## src/rtl/lgc_pkg.sv

```systemverilog
package lgc_pkg;
  // word order is the software-visible map
  typedef enum logic [2:0] {
    W_DOUT  = 3'd0,
    W_DOE   = 3'd1,
    W_DIN   = 3'd2,
    W_STAT  = 3'd3,
    W_POLLO = 3'd4,
    W_IEN   = 3'd5,
    W_POLHI = 3'd6,
    W_MUX   = 3'd7
  } lgc_word_e;

  localparam int unsigned LGC_POL_STRIDE = 4;
  localparam int unsigned LGC_POL_PER_WORD = 8;
endpackage

```

## src/rtl/lgc_rst_sync.sv

```systemverilog
module lgc_rst_sync (
  input  logic clk,
  input  logic rst_n,
  output logic rst_sync_n
);
  logic [1:0] rst_q;

  always_ff @(posedge clk or negedge rst_n) begin
    if (!rst_n) rst_q <= 2'b00;
    else        rst_q <= {rst_q[0], 1'b1};
  end

  assign rst_sync_n = rst_q[1];
endmodule

```

## src/rtl/lgc_sync.sv

```systemverilog
module lgc_sync #(
  parameter int unsigned W      = 12,
  parameter int unsigned STAGES = 2
) (
  input  logic         clk,
  input  logic         rst_n,
  input  logic [W-1:0] din,
  output logic [W-1:0] dout
);
  logic [W-1:0] stg_q [STAGES];

  always_ff @(posedge clk or negedge rst_n) begin
    if (!rst_n) begin
      for (int s = 0; s < STAGES; s++) stg_q[s] <= '0;
    end else begin
      stg_q[0] <= din;
      for (int s = 1; s < STAGES; s++) stg_q[s] <= stg_q[s-1];
    end
  end

  assign dout = stg_q[STAGES-1];
endmodule

```

## src/rtl/lgc_irq_lane.sv

```systemverilog
module lgc_irq_lane (
  input  logic clk,
  input  logic rst_n,
  input  logic lvl,
  input  logic pol,
  input  logic clr,
  output logic stat
);
  logic active;
  logic stat_d;
  logic stat_q;

  assign active = lvl ^ pol;

  always_comb begin
    stat_d = stat_q;
    if (clr)    stat_d = 1'b0;
    if (active) stat_d = 1'b1;
  end

  always_ff @(posedge clk or negedge rst_n) begin
    if (!rst_n) stat_q <= 1'b0;
    else        stat_q <= stat_d;
  end

  assign stat = stat_q;

  assert_active_sets_R7: assert property (@(posedge clk) disable iff (!rst_n)
    active |=> stat);
  assert_w1c_clears_R6: assert property (@(posedge clk) disable iff (!rst_n)
    (stat && clr && !active) |=> !stat);
  assert_hold_sticky_R6: assert property (@(posedge clk) disable iff (!rst_n)
    (stat && !clr) |=> stat);
  assert_no_spurious_R5: assert property (@(posedge clk) disable iff (!rst_n)
    (!stat && !active) |=> !stat);
endmodule

```

## src/rtl/lgc_gpio.sv

```systemverilog
module lgc_gpio #(
  parameter int unsigned NLINES      = 12,
  parameter int unsigned DW          = 32,
  parameter int unsigned WORD_W      = 3,
  parameter int unsigned SYNC_STAGES = 2
) (
  input  logic              clk,
  input  logic              rst_n,
  input  logic [WORD_W-1:0] bus_word,
  input  logic              bus_wr,
  input  logic              bus_rd,
  input  logic [DW-1:0]     bus_wdata,
  output logic [DW-1:0]     bus_rdata,
  input  logic [NLINES-1:0] pad_in,
  output logic [NLINES-1:0] pad_out,
  output logic [NLINES-1:0] pad_oe,
  output logic              irq,
  output logic [DW-1:0]     mux_ctl
);
  import lgc_pkg::*;

  localparam int unsigned PF = LGC_POL_STRIDE;
  localparam int unsigned LO = LGC_POL_PER_WORD;

  logic              rst_sync_n;
  lgc_word_e         word;
  logic [NLINES-1:0] din_sync;
  logic [NLINES-1:0] stat_w;
  logic [NLINES-1:0] clr_vec;

  logic [NLINES-1:0] dout_q, doe_q, ien_q, pol_q, pol_d;
  logic [DW-1:0]     mux_q, rdata_q, rdata_d;
  logic              dout_we, doe_we, ien_we, pol_we, mux_we;

  lgc_rst_sync u_rst (.clk(clk), .rst_n(rst_n), .rst_sync_n(rst_sync_n));

  lgc_sync #(.W(NLINES), .STAGES(SYNC_STAGES)) u_sync (
    .clk(clk), .rst_n(rst_sync_n), .din(pad_in), .dout(din_sync)
  );

  assign word    = lgc_word_e'(bus_word);
  assign dout_we = bus_wr && (word == W_DOUT);
  assign doe_we  = bus_wr && (word == W_DOE);
  assign ien_we  = bus_wr && (word == W_IEN);
  assign mux_we  = bus_wr && (word == W_MUX);
  assign pol_we  = bus_wr && ((word == W_POLLO) || (word == W_POLHI));
  assign clr_vec = (bus_wr && (word == W_STAT)) ? bus_wdata[NLINES-1:0] : '0;

  // per-line level detect and sticky status
  for (genvar g = 0; g < NLINES; g++) begin : g_lane
    lgc_irq_lane u_lane (
      .clk(clk), .rst_n(rst_sync_n), .lvl(din_sync[g]), .pol(pol_q[g]),
      .clr(clr_vec[g]), .stat(stat_w[g])
    );
  end

  // polarity next state: field of line n at PF*(n mod LO)
  always_comb begin
    pol_d = pol_q;
    for (int i = 0; i < NLINES; i++) begin
      if (i < LO) begin
        if (word == W_POLLO) pol_d[i] = bus_wdata[PF*(i%LO)];
      end else begin
        if (word == W_POLHI) pol_d[i] = bus_wdata[PF*(i%LO)];
      end
    end
  end

  // read mux
  always_comb begin
    rdata_d = '0;
    unique case (word)
      W_DOUT:  rdata_d[NLINES-1:0] = dout_q;
      W_DOE:   rdata_d[NLINES-1:0] = doe_q;
      W_DIN:   rdata_d[NLINES-1:0] = din_sync;
      W_STAT:  rdata_d[NLINES-1:0] = stat_w;
      W_IEN:   rdata_d[NLINES-1:0] = ien_q;
      W_MUX:   rdata_d = mux_q;
      W_POLLO: begin
        for (int i = 0; i < NLINES; i++)
          if (i < LO) rdata_d[PF*(i%LO)] = pol_q[i];
      end
      W_POLHI: begin
        for (int i = 0; i < NLINES; i++)
          if (i >= LO) rdata_d[PF*(i%LO)] = pol_q[i];
      end
      default: rdata_d = '0;
    endcase
  end

  always_ff @(posedge clk or negedge rst_sync_n) begin
    if (!rst_sync_n) begin
      dout_q  <= '0;
      doe_q   <= '0;
      ien_q   <= '0;
      pol_q   <= '0;
      mux_q   <= '0;
      rdata_q <= '0;
    end else begin
      if (dout_we) dout_q  <= bus_wdata[NLINES-1:0];
      if (doe_we)  doe_q   <= bus_wdata[NLINES-1:0];
      if (ien_we)  ien_q   <= bus_wdata[NLINES-1:0];
      if (pol_we)  pol_q   <= pol_d;
      if (mux_we)  mux_q   <= bus_wdata;
      if (bus_rd)  rdata_q <= rdata_d;
    end
  end

  assign bus_rdata = rdata_q;
  assign pad_out   = dout_q;
  assign pad_oe    = doe_q;
  assign mux_ctl   = mux_q;
  assign irq       = |(stat_w & ien_q);

  assert_mux_store_R9: assert property (@(posedge clk) disable iff (!rst_sync_n)
    (bus_wr && word == W_MUX) |=> (mux_ctl == $past(bus_wdata)));
  assert_oe_store_R2: assert property (@(posedge clk) disable iff (!rst_sync_n)
    (bus_wr && word == W_DOE) |=> (pad_oe == $past(bus_wdata[NLINES-1:0])));
  assert_rd_upper_zero_R3: assert property (@(posedge clk) disable iff (!rst_sync_n)
    (bus_rd && word != W_MUX && word != W_POLLO && word != W_POLHI)
      |=> (bus_rdata[DW-1:NLINES] == '0));
  assert_irq_masked_R8: assert property (@(posedge clk) disable iff (!rst_sync_n)
    (ien_q == '0) |-> !irq);
  assert_din_write_ignored_R10: assert property (@(posedge clk) disable iff (!rst_sync_n)
    (bus_wr && word == W_DIN) |=> ($stable(pad_out) && $stable(pad_oe) && $stable(mux_ctl)));
endmodule

```

## config.mk

```make
export PLATFORM = sky130hd
export DESIGN_NAME = lgc_gpio
export DESIGN_NICKNAME = d
export VERILOG_FILES = /design/src/rtl/lgc_pkg.sv /design/src/rtl/lgc_rst_sync.sv /design/src/rtl/lgc_sync.sv /design/src/rtl/lgc_irq_lane.sv /design/src/rtl/lgc_gpio.sv
export SDC_FILE = /design/constraint.sdc
export NUM_CORES = 1
export LEC_CHECK = 0
export BUFFER_PORTS_ARGS = -buffer_cell sky130_fd_sc_hd__buf_2
export CAP_MARGIN = 30
export CORE_MARGIN = 4
export CORE_UTILIZATION = 52
export CTS_BUF_LIST = sky130_fd_sc_hd__clkbuf_2
export DETAILED_ROUTE_END_ITERATION = 12
export MAX_ROUTING_LAYER = met4
export PLACE_DENSITY = 0.77
export SYNTH_ARGS = -nofsm -noshare
export SYNTH_HDL_FRONTEND = slang
export SYNTH_HIERARCHICAL = 1
export SYNTH_SLANG_ARGS = --single-unit
```

## constraint.sdc

```tcl
create_clock -name clk -period 11.4 [get_ports clk]
set_input_delay 3.42 -clock clk [delete_from_list [all_inputs] [get_ports clk]]
set_output_delay 3.42 -clock clk [all_outputs]
set_load 0.005 [all_outputs]
```

# Word level (Yosys, flattened, before mapping)
# Index checks and enable logic that the tools add are counted.
[op_classes]
reduce_logical = 23
bitwise_logic = 13
n_mux = 41
n_eq_ne = 7
[op_table]
columns = ["operator", "n"]
rows = [
  ["$pmux 3 s6", 3],
  ["$mux 1", 24],
  ["$pmux 1 s8", 3],
  ["$reduce_bool 2->1", 12],
  ["$mux 3", 5],
  ["$and 12x12->12", 1],
  ["$eq 3x3->1 const B", 4],
  ["$mux 12", 1],
  ["$reduce_or 12->1", 1],
  ["$xor 1x1->1", 12],
  ["$pmux 1 s2", 4],
  ["$eq 3x2->1 const B", 2],
  ["$logic_and 1x1->1", 6],
  ["$reduce_and 2->1", 2],
  ["$eq 3x1->1 const B", 1],
  ["$logic_not 3->1", 1],
  ["$pmux 1 s3", 1],
  ["$logic_or 1x1->1", 1],
]
[totals]
input_bits = 51
out_inout_bits = 89
word_cells = 106
reg_bits = 150

# Longest topological paths before layout
[logic_depth]
ltp_word = 5
mapped_depth = 7
depth_no_buf = 4

# Modules after synthesis
# Netlist, hierarchy kept.
[by_module_without_submodules]
columns = ["mod", "n_inst", "cells_per_inst", "area_each_um2", "seq_area_each_um2"]
rows = [
  ["lgc_gpio", 1, 419, 5170.0, 2802.7],
  ["lgc_sync", 1, 36, 690.7, 600.6],
  ["lgc_irq_lane", 12, 4, 42.5, 25.0],
  ["lgc_rst_sync", 1, 3, 53.8, 50.0],
]

# Worst setup path before layout
# No wires, ideal clock.
[synth_timing]
kind = "input port to flip-flop"
from = "input port bus_word[0]"
to = "register doe_q[10] (netlist: pad_oe[10])"
stages = 5
arrival_ns = 4.371
path_buffers = 2
setup_ns = 0.125
path_slack_ns = 6.904
required_time_ns = 11.275
path_cell_list = "buf_2 > nand2_1 > nor3_4 > buf_4 > mux2_2"
[synth_via]
elab_chain_len = 2
[synth_lines]
columns = ["element", "line", "source"]
rows = [
  ["start, declared", "lgc_gpio.sv:9", "input logic [WORD_W-1:0] bus_word,"],
  ["$eq 3x1->1", "lgc_gpio.sv:43", "assign doe_we = bus_wr && (word == W_DOE);"],
  ["$logic_and 1x1->1", "lgc_gpio.sv:43", ""],
  ["end signal, assigned", "lgc_gpio.sv:101", "if (doe_we) doe_q <= bus_wdata[NLINES-1:0];"],
  ["end, declared", "lgc_gpio.sv:31", "logic [NLINES-1:0] dout_q, doe_q, ien_q, pol_q, pol_d;"],
]
# No other way between the ends.
# A chain may end at the register's enable or synchronous reset.

# Final worst setup path
[layout_timing]
from = "register g_lane[3].u_lane.stat_q"
to = "output port irq"
[layout_via]
elab_chain_len = 2
[layout_lines]
columns = ["element", "line", "source"]
rows = [
  ["start, declared", "lgc_irq_lane.sv:11", "logic stat_q;"],
  ["start signal, assigned", "lgc_irq_lane.sv:23", "else stat_q <= stat_d;"],
  ["$and 12x12->12", "lgc_gpio.sv:113", "assign irq = |(stat_w & ien_q);"],
  ["$reduce_or 12->1", "lgc_gpio.sv:113", ""],
  ["end, declared", "lgc_gpio.sv:17", "output logic irq,"],
]
# No other way between the ends.

==> results_tabular.tex <==
\begin{tabular}{lr}
\hline
Metric & Value \\
\hline
\multicolumn{2}{l}{\textbf{Clocking}} \\
\quad Bufs on Longest Clock Path & 2 \\
\quad Worst-path clk slew & 0.22 ns \\
\quad Level count of the clock H-tree & 4 \\
\quad Clock tree from TritonCTS & done \\
\quad Post-CTS Hold Fix Bufs & 0 \\
\quad Number of buffers inserted during clock tree synthesis & 17 \\
\quad CTS root buffer & clkbuf\_2 \\
\quad Buffer count from post-CTS setup fixing & 0 \\
\quad Quantity of gates resized following cts & 0 \\
\quad Number of clock sinks & 150 \\
\quad Clk Latency, worst-skew pair & 0.71 ns \\
\multicolumn{2}{l}{\textbf{Critical path}} \\
\quad Kind of end point of the critical path & output port \\
\quad Highest fanout seen on the critical path & 3 \\
\quad Start of the worst register-to-register path & u\_rst/rst\_q[1] \\
\quad CP max stage delay & 0.44 ns \\
\quad Number of buffers and inverters on the critical path & 1 \\
\quad Category of the worst setup path launch point & flop \\
\quad Required arrival time at the worst endpoint & 7.98 ns \\
\quad Reg2Reg Capture Point & bus\_rdata[9] \\
\quad Number of cell instances on the worst register-to-register path & 2 \\
\quad Worst setup path endpoint & irq \\
\quad FF-to-FF setup slack & 9.87 ns \\
\quad Crit Path Category & reg -> out \\
\quad List of cells traversed by the critical path & a22o\_1 > a221oi\_1 > nand3\_1 > buf\_2 \\
\quad Cell type group with the largest total delay on the critical path & compound AO/OA/AOI/OAI gates \\
\quad CP Data Arrival Time & 1.98 ns \\
\quad Origin of the worst setup path & g\_lane[3].u\_lane/stat \\
\quad Logic depth of the worst path, buffers included & 4 \\
\quad Slowest stage cell on the critical path & dfrtp\_1 \\
\multicolumn{2}{l}{\textbf{Logic synthesis}} \\
\quad Count of mapped cells out of synthesis & 506 \\
\quad Cell with the most instances after synthesis & dfrtp\_1 \\
\quad Most frequently used flop master after synthesis & dfrtp\_1 \\
\quad Area fraction of the dominant cell type after synthesis & 58.4\% \\
\quad Post-synth EDFFs & 0 \\
\quad Synthesized netlist net count & 557 \\
\quad Warning count from the yosys run & 6 \\
\quad Cell accounting for the most synthesized area & dfrtp\_1 \\
\quad Post-synthesis register bit count & 150 \\
\quad Post-synthesis cell area & 6420 µm² \\
\quad Mean cell area of the mapped netlist & 12.7 µm² \\
\quad Cells taking the most area after synthesis & dfrtp\_1 (58\%), mux2\_2 (9.1\%), mux2\_1 (3.5\%) \\
\quad Sequential element share of the synthesized area & 58.4\% \\
\quad Count of cell types in the netlist & 43 \\
\quad Most used standard cells in the synthesized netlist & dfrtp\_1 (150), mux2\_2 (52), inv\_1 (33) \\
\quad Async set or reset register ratio after synthesis & 100\% \\
\multicolumn{2}{l}{\textbf{Timing}} \\
\quad Count of final hold-check violations & 0 \\
\quad Final Critical Period & 5.40 ns \\
\quad Worst slew margin relative to its limit & 37.3\% \\
\quad Number of slew-limit violations in the final report & 0 \\
\quad Highest clock rate & 185 MHz \\
\quad RSZ-0062 raised after global routing & no \\
\quad Setup Total Neg Slack & 0 ns \\
\quad Slew at the pin closest to its max-slew limit & 0.937 ns \\
\quad Final Setup Violations & 0 \\
\quad Clock tree skew after final layout & 0.0312 ns \\
\quad Post-route clock period utilization & 47.3\% \\
\multicolumn{2}{l}{\textbf{Routing}} \\
\quad Routed via count & 4454 \\
\quad Remaining design rule violation count & 0 \\
\quad DRT Wirelength & 15200 µm \\
\quad ANT nets after route & 0 \\
\quad Number of search-and-repair iterations in the first detailed-routing pass & 5 \\
\quad Detailed-route vias per instance & 5.47 \\
\quad 1st-iter DRT viols & 320 \\
\quad WL per Instance & 18.6 µm \\
\multicolumn{2}{l}{\textbf{Pwr}} \\
\quad Net load switching power & 0.356 mW \\
\quad Clk pwr share & 25.4\% \\
\quad Cell-internal power & 0.860 mW \\
\quad Leakage Power & 3.55 nW \\
\quad Maximum vdd ir drop & 0.0000882 V \\
\quad Switch share & 29.2\% \\
\quad Combinational share of power & 18.5\% \\
\quad Total power per unit cell area & 163 nW/µm² \\
\quad Portion of total power attributed to sequential cells & 56.1\% \\
\multicolumn{2}{l}{\textbf{Placed design}} \\
\quad Placed Area & 7140 µm² \\
\quad Number of buffers added on ports & 139 \\
\quad Global placer's final weighted congestion & 0.885 \\
\quad Dpl hpwl & 10500 µm \\
\multicolumn{2}{l}{\textbf{Layout}} \\
\quad Area grow syn2layout & 15.7\% \\
\quad Number of fillers in the final layout & 984 \\
\quad Layout net count & 683 \\
\quad Post-route design area & 7440 µm² \\
\quad Fraction of layout instances using a drive strength above 1 & 38.0\% \\
\multicolumn{2}{l}{\textbf{Floorplanning}} \\
\quad Vertical extent of the die & 119 µm \\
\quad Floorplan core area & 12100 µm² \\
\quad Effective utilization at floorplan & 53.3\% \\
\quad Horizontal extent of the die & 119 µm \\
\quad Overall die area & 14200 µm² \\
\quad Top-level I/O count & 140 \\
\quad Row count & 40 \\
\multicolumn{2}{l}{\textbf{Min path}} \\
\quad Worst min-delay path category & reg -> reg \\
\multicolumn{2}{l}{\textbf{Run}} \\
\quad MaxCap Viol Count & 0 \\
\multicolumn{2}{l}{\textbf{Global routing}} \\
\quad Aggregate global routing overflow & 0 \\
\quad Pin count of the biggest net entering global routing & 80 \\
\quad Antenna violations before repair & 1 \\
\quad Via count of the first global-routing pass & 4518 \\
\quad Wire length of the first global-routing pass & 24200 µm \\
\quad Total GRT Usage & 22.6\% \\
\multicolumn{2}{l}{\textbf{Outcome}} \\
\quad Status & finished clean \\
\hline
\end{tabular}
worst reg2reg max path: cells and delay by family (launching register included):
kind                   cells  cell delay [ns]
DFF                        1             1.04
buffers and inverters      2             0.64
worst min path at each step:
stage / cells after the start / startpoint / endpoint
after floorplan: 0 / u_rst/rst_q[0] / u_rst/rst_q[1]
after global placement: 0 / u_sync/stg_q[12] / u_sync/dout[0]
after detailed placement: 0 / u_sync/stg_q[12] / u_sync/dout[0]
after CTS: 0 / u_sync/stg_q[19] / u_sync/dout[7]
after global routing: 0 / u_sync/stg_q[22] / u_sync/dout[10]
final: 0 / u_sync/stg_q[19] / u_sync/dout[7]
power groups by stage:
stage	Combinational (mW)	Clock, mW	Sequential, mW
after floorplan	0.126	0	0.683
after global placement	0.217	0	0.688
after detailed placement	0.224	0	0.692
after CTS	0.225	0.318	0.682
after global routing	0.244	0.346	0.694
final	0.224	0.309	0.682
routing by layer:
metal | wire length [µm] | GRT usage [%] | up-vias
met5 | 0 | - | -
li1 | - | - | 2027
met1 | 6650 | 29.8 | 2237
met4 | 267 | 8.54 | 0
met3 | 992 | 5.98 | 20
met2 | 7270 | 33.7 | 170
registers in the layout, summed over array words and instances (netlist names):
signal / count
bus_rdata: 32
pad_oe: 12
pol_q: 12
u_sync/stg_q: 12
g_lane.u_lane/stat: 12
ien_q: 12
u_sync/dout: 12
u_rst/rst_q: 2
mux_ctl: 32
pad_out: 12
through the flow:
stage | instances | power (mW) | utilization, % | hold slack, ns | setup WS (ns)
global route | 814 | 1.28 | 61.6 | 0.361 | 5.86
finish | 814 | 1.22 | 61.6 | 0.361 | 6.00
detailed placement | 779 | 0.916 | 59.2 | 0.336 | 5.86
global placement | 778 | 0.905 | 59.0 | 0.333 | 5.60
floorplan | 506 | 0.809 | - | 0.331 | 6.90
CTS | 811 | 1.23 | 61.2 | 0.369 | 5.91
cell usage in the layout (no fill, tap or decap), types with 4 or more instances in the layout:
cell        n
buf_2     139
mux2i_1    17
mux2_4     10
nand2_1     9
o22ai_1     8
mux2_2     52
o22a_1      4
nand3_1    17
a22oi_1    15
nand2b_1   12
o21ai_0    19
o21ai_1    12
xnor2_1    12
dfrtp_1   149
a22o_1      4
inv_1      33
a21oi_1     8
clkbuf_2   18
nor2_1     16
a221oi_1    9
o221ai_1    6
mux2_1     20
and2_1     14
final cells by class:
cell class	instances	area (µm²)	area share, %
Antenna cell	1	2.50	0.0337
Clock buffer	18	90.1	1.21
Clock inverter	14	158	2.12
Inverter	34	128	1.72
Multi-Input combinational cell	285	2300	31.0
Sequential cell	150	3760	50.5
Tap cell	168	210	2.83
Timing Repair Buffer	144	786	10.6
cell families after synthesis:
group / after synthesis / synth area share [%]
muxes: 99 / 17.6
buffers and inverters: 71 / 5.71
other: 1 / 0.0584
AOI/OAI and AO/OA: 92 / 9.68
and+or+nand+nor: 81 / 6.89
DFF: 150 / 58.4
xor gates and xnor gates: 12 / 1.64
Power figures use the tool's default switching activity.
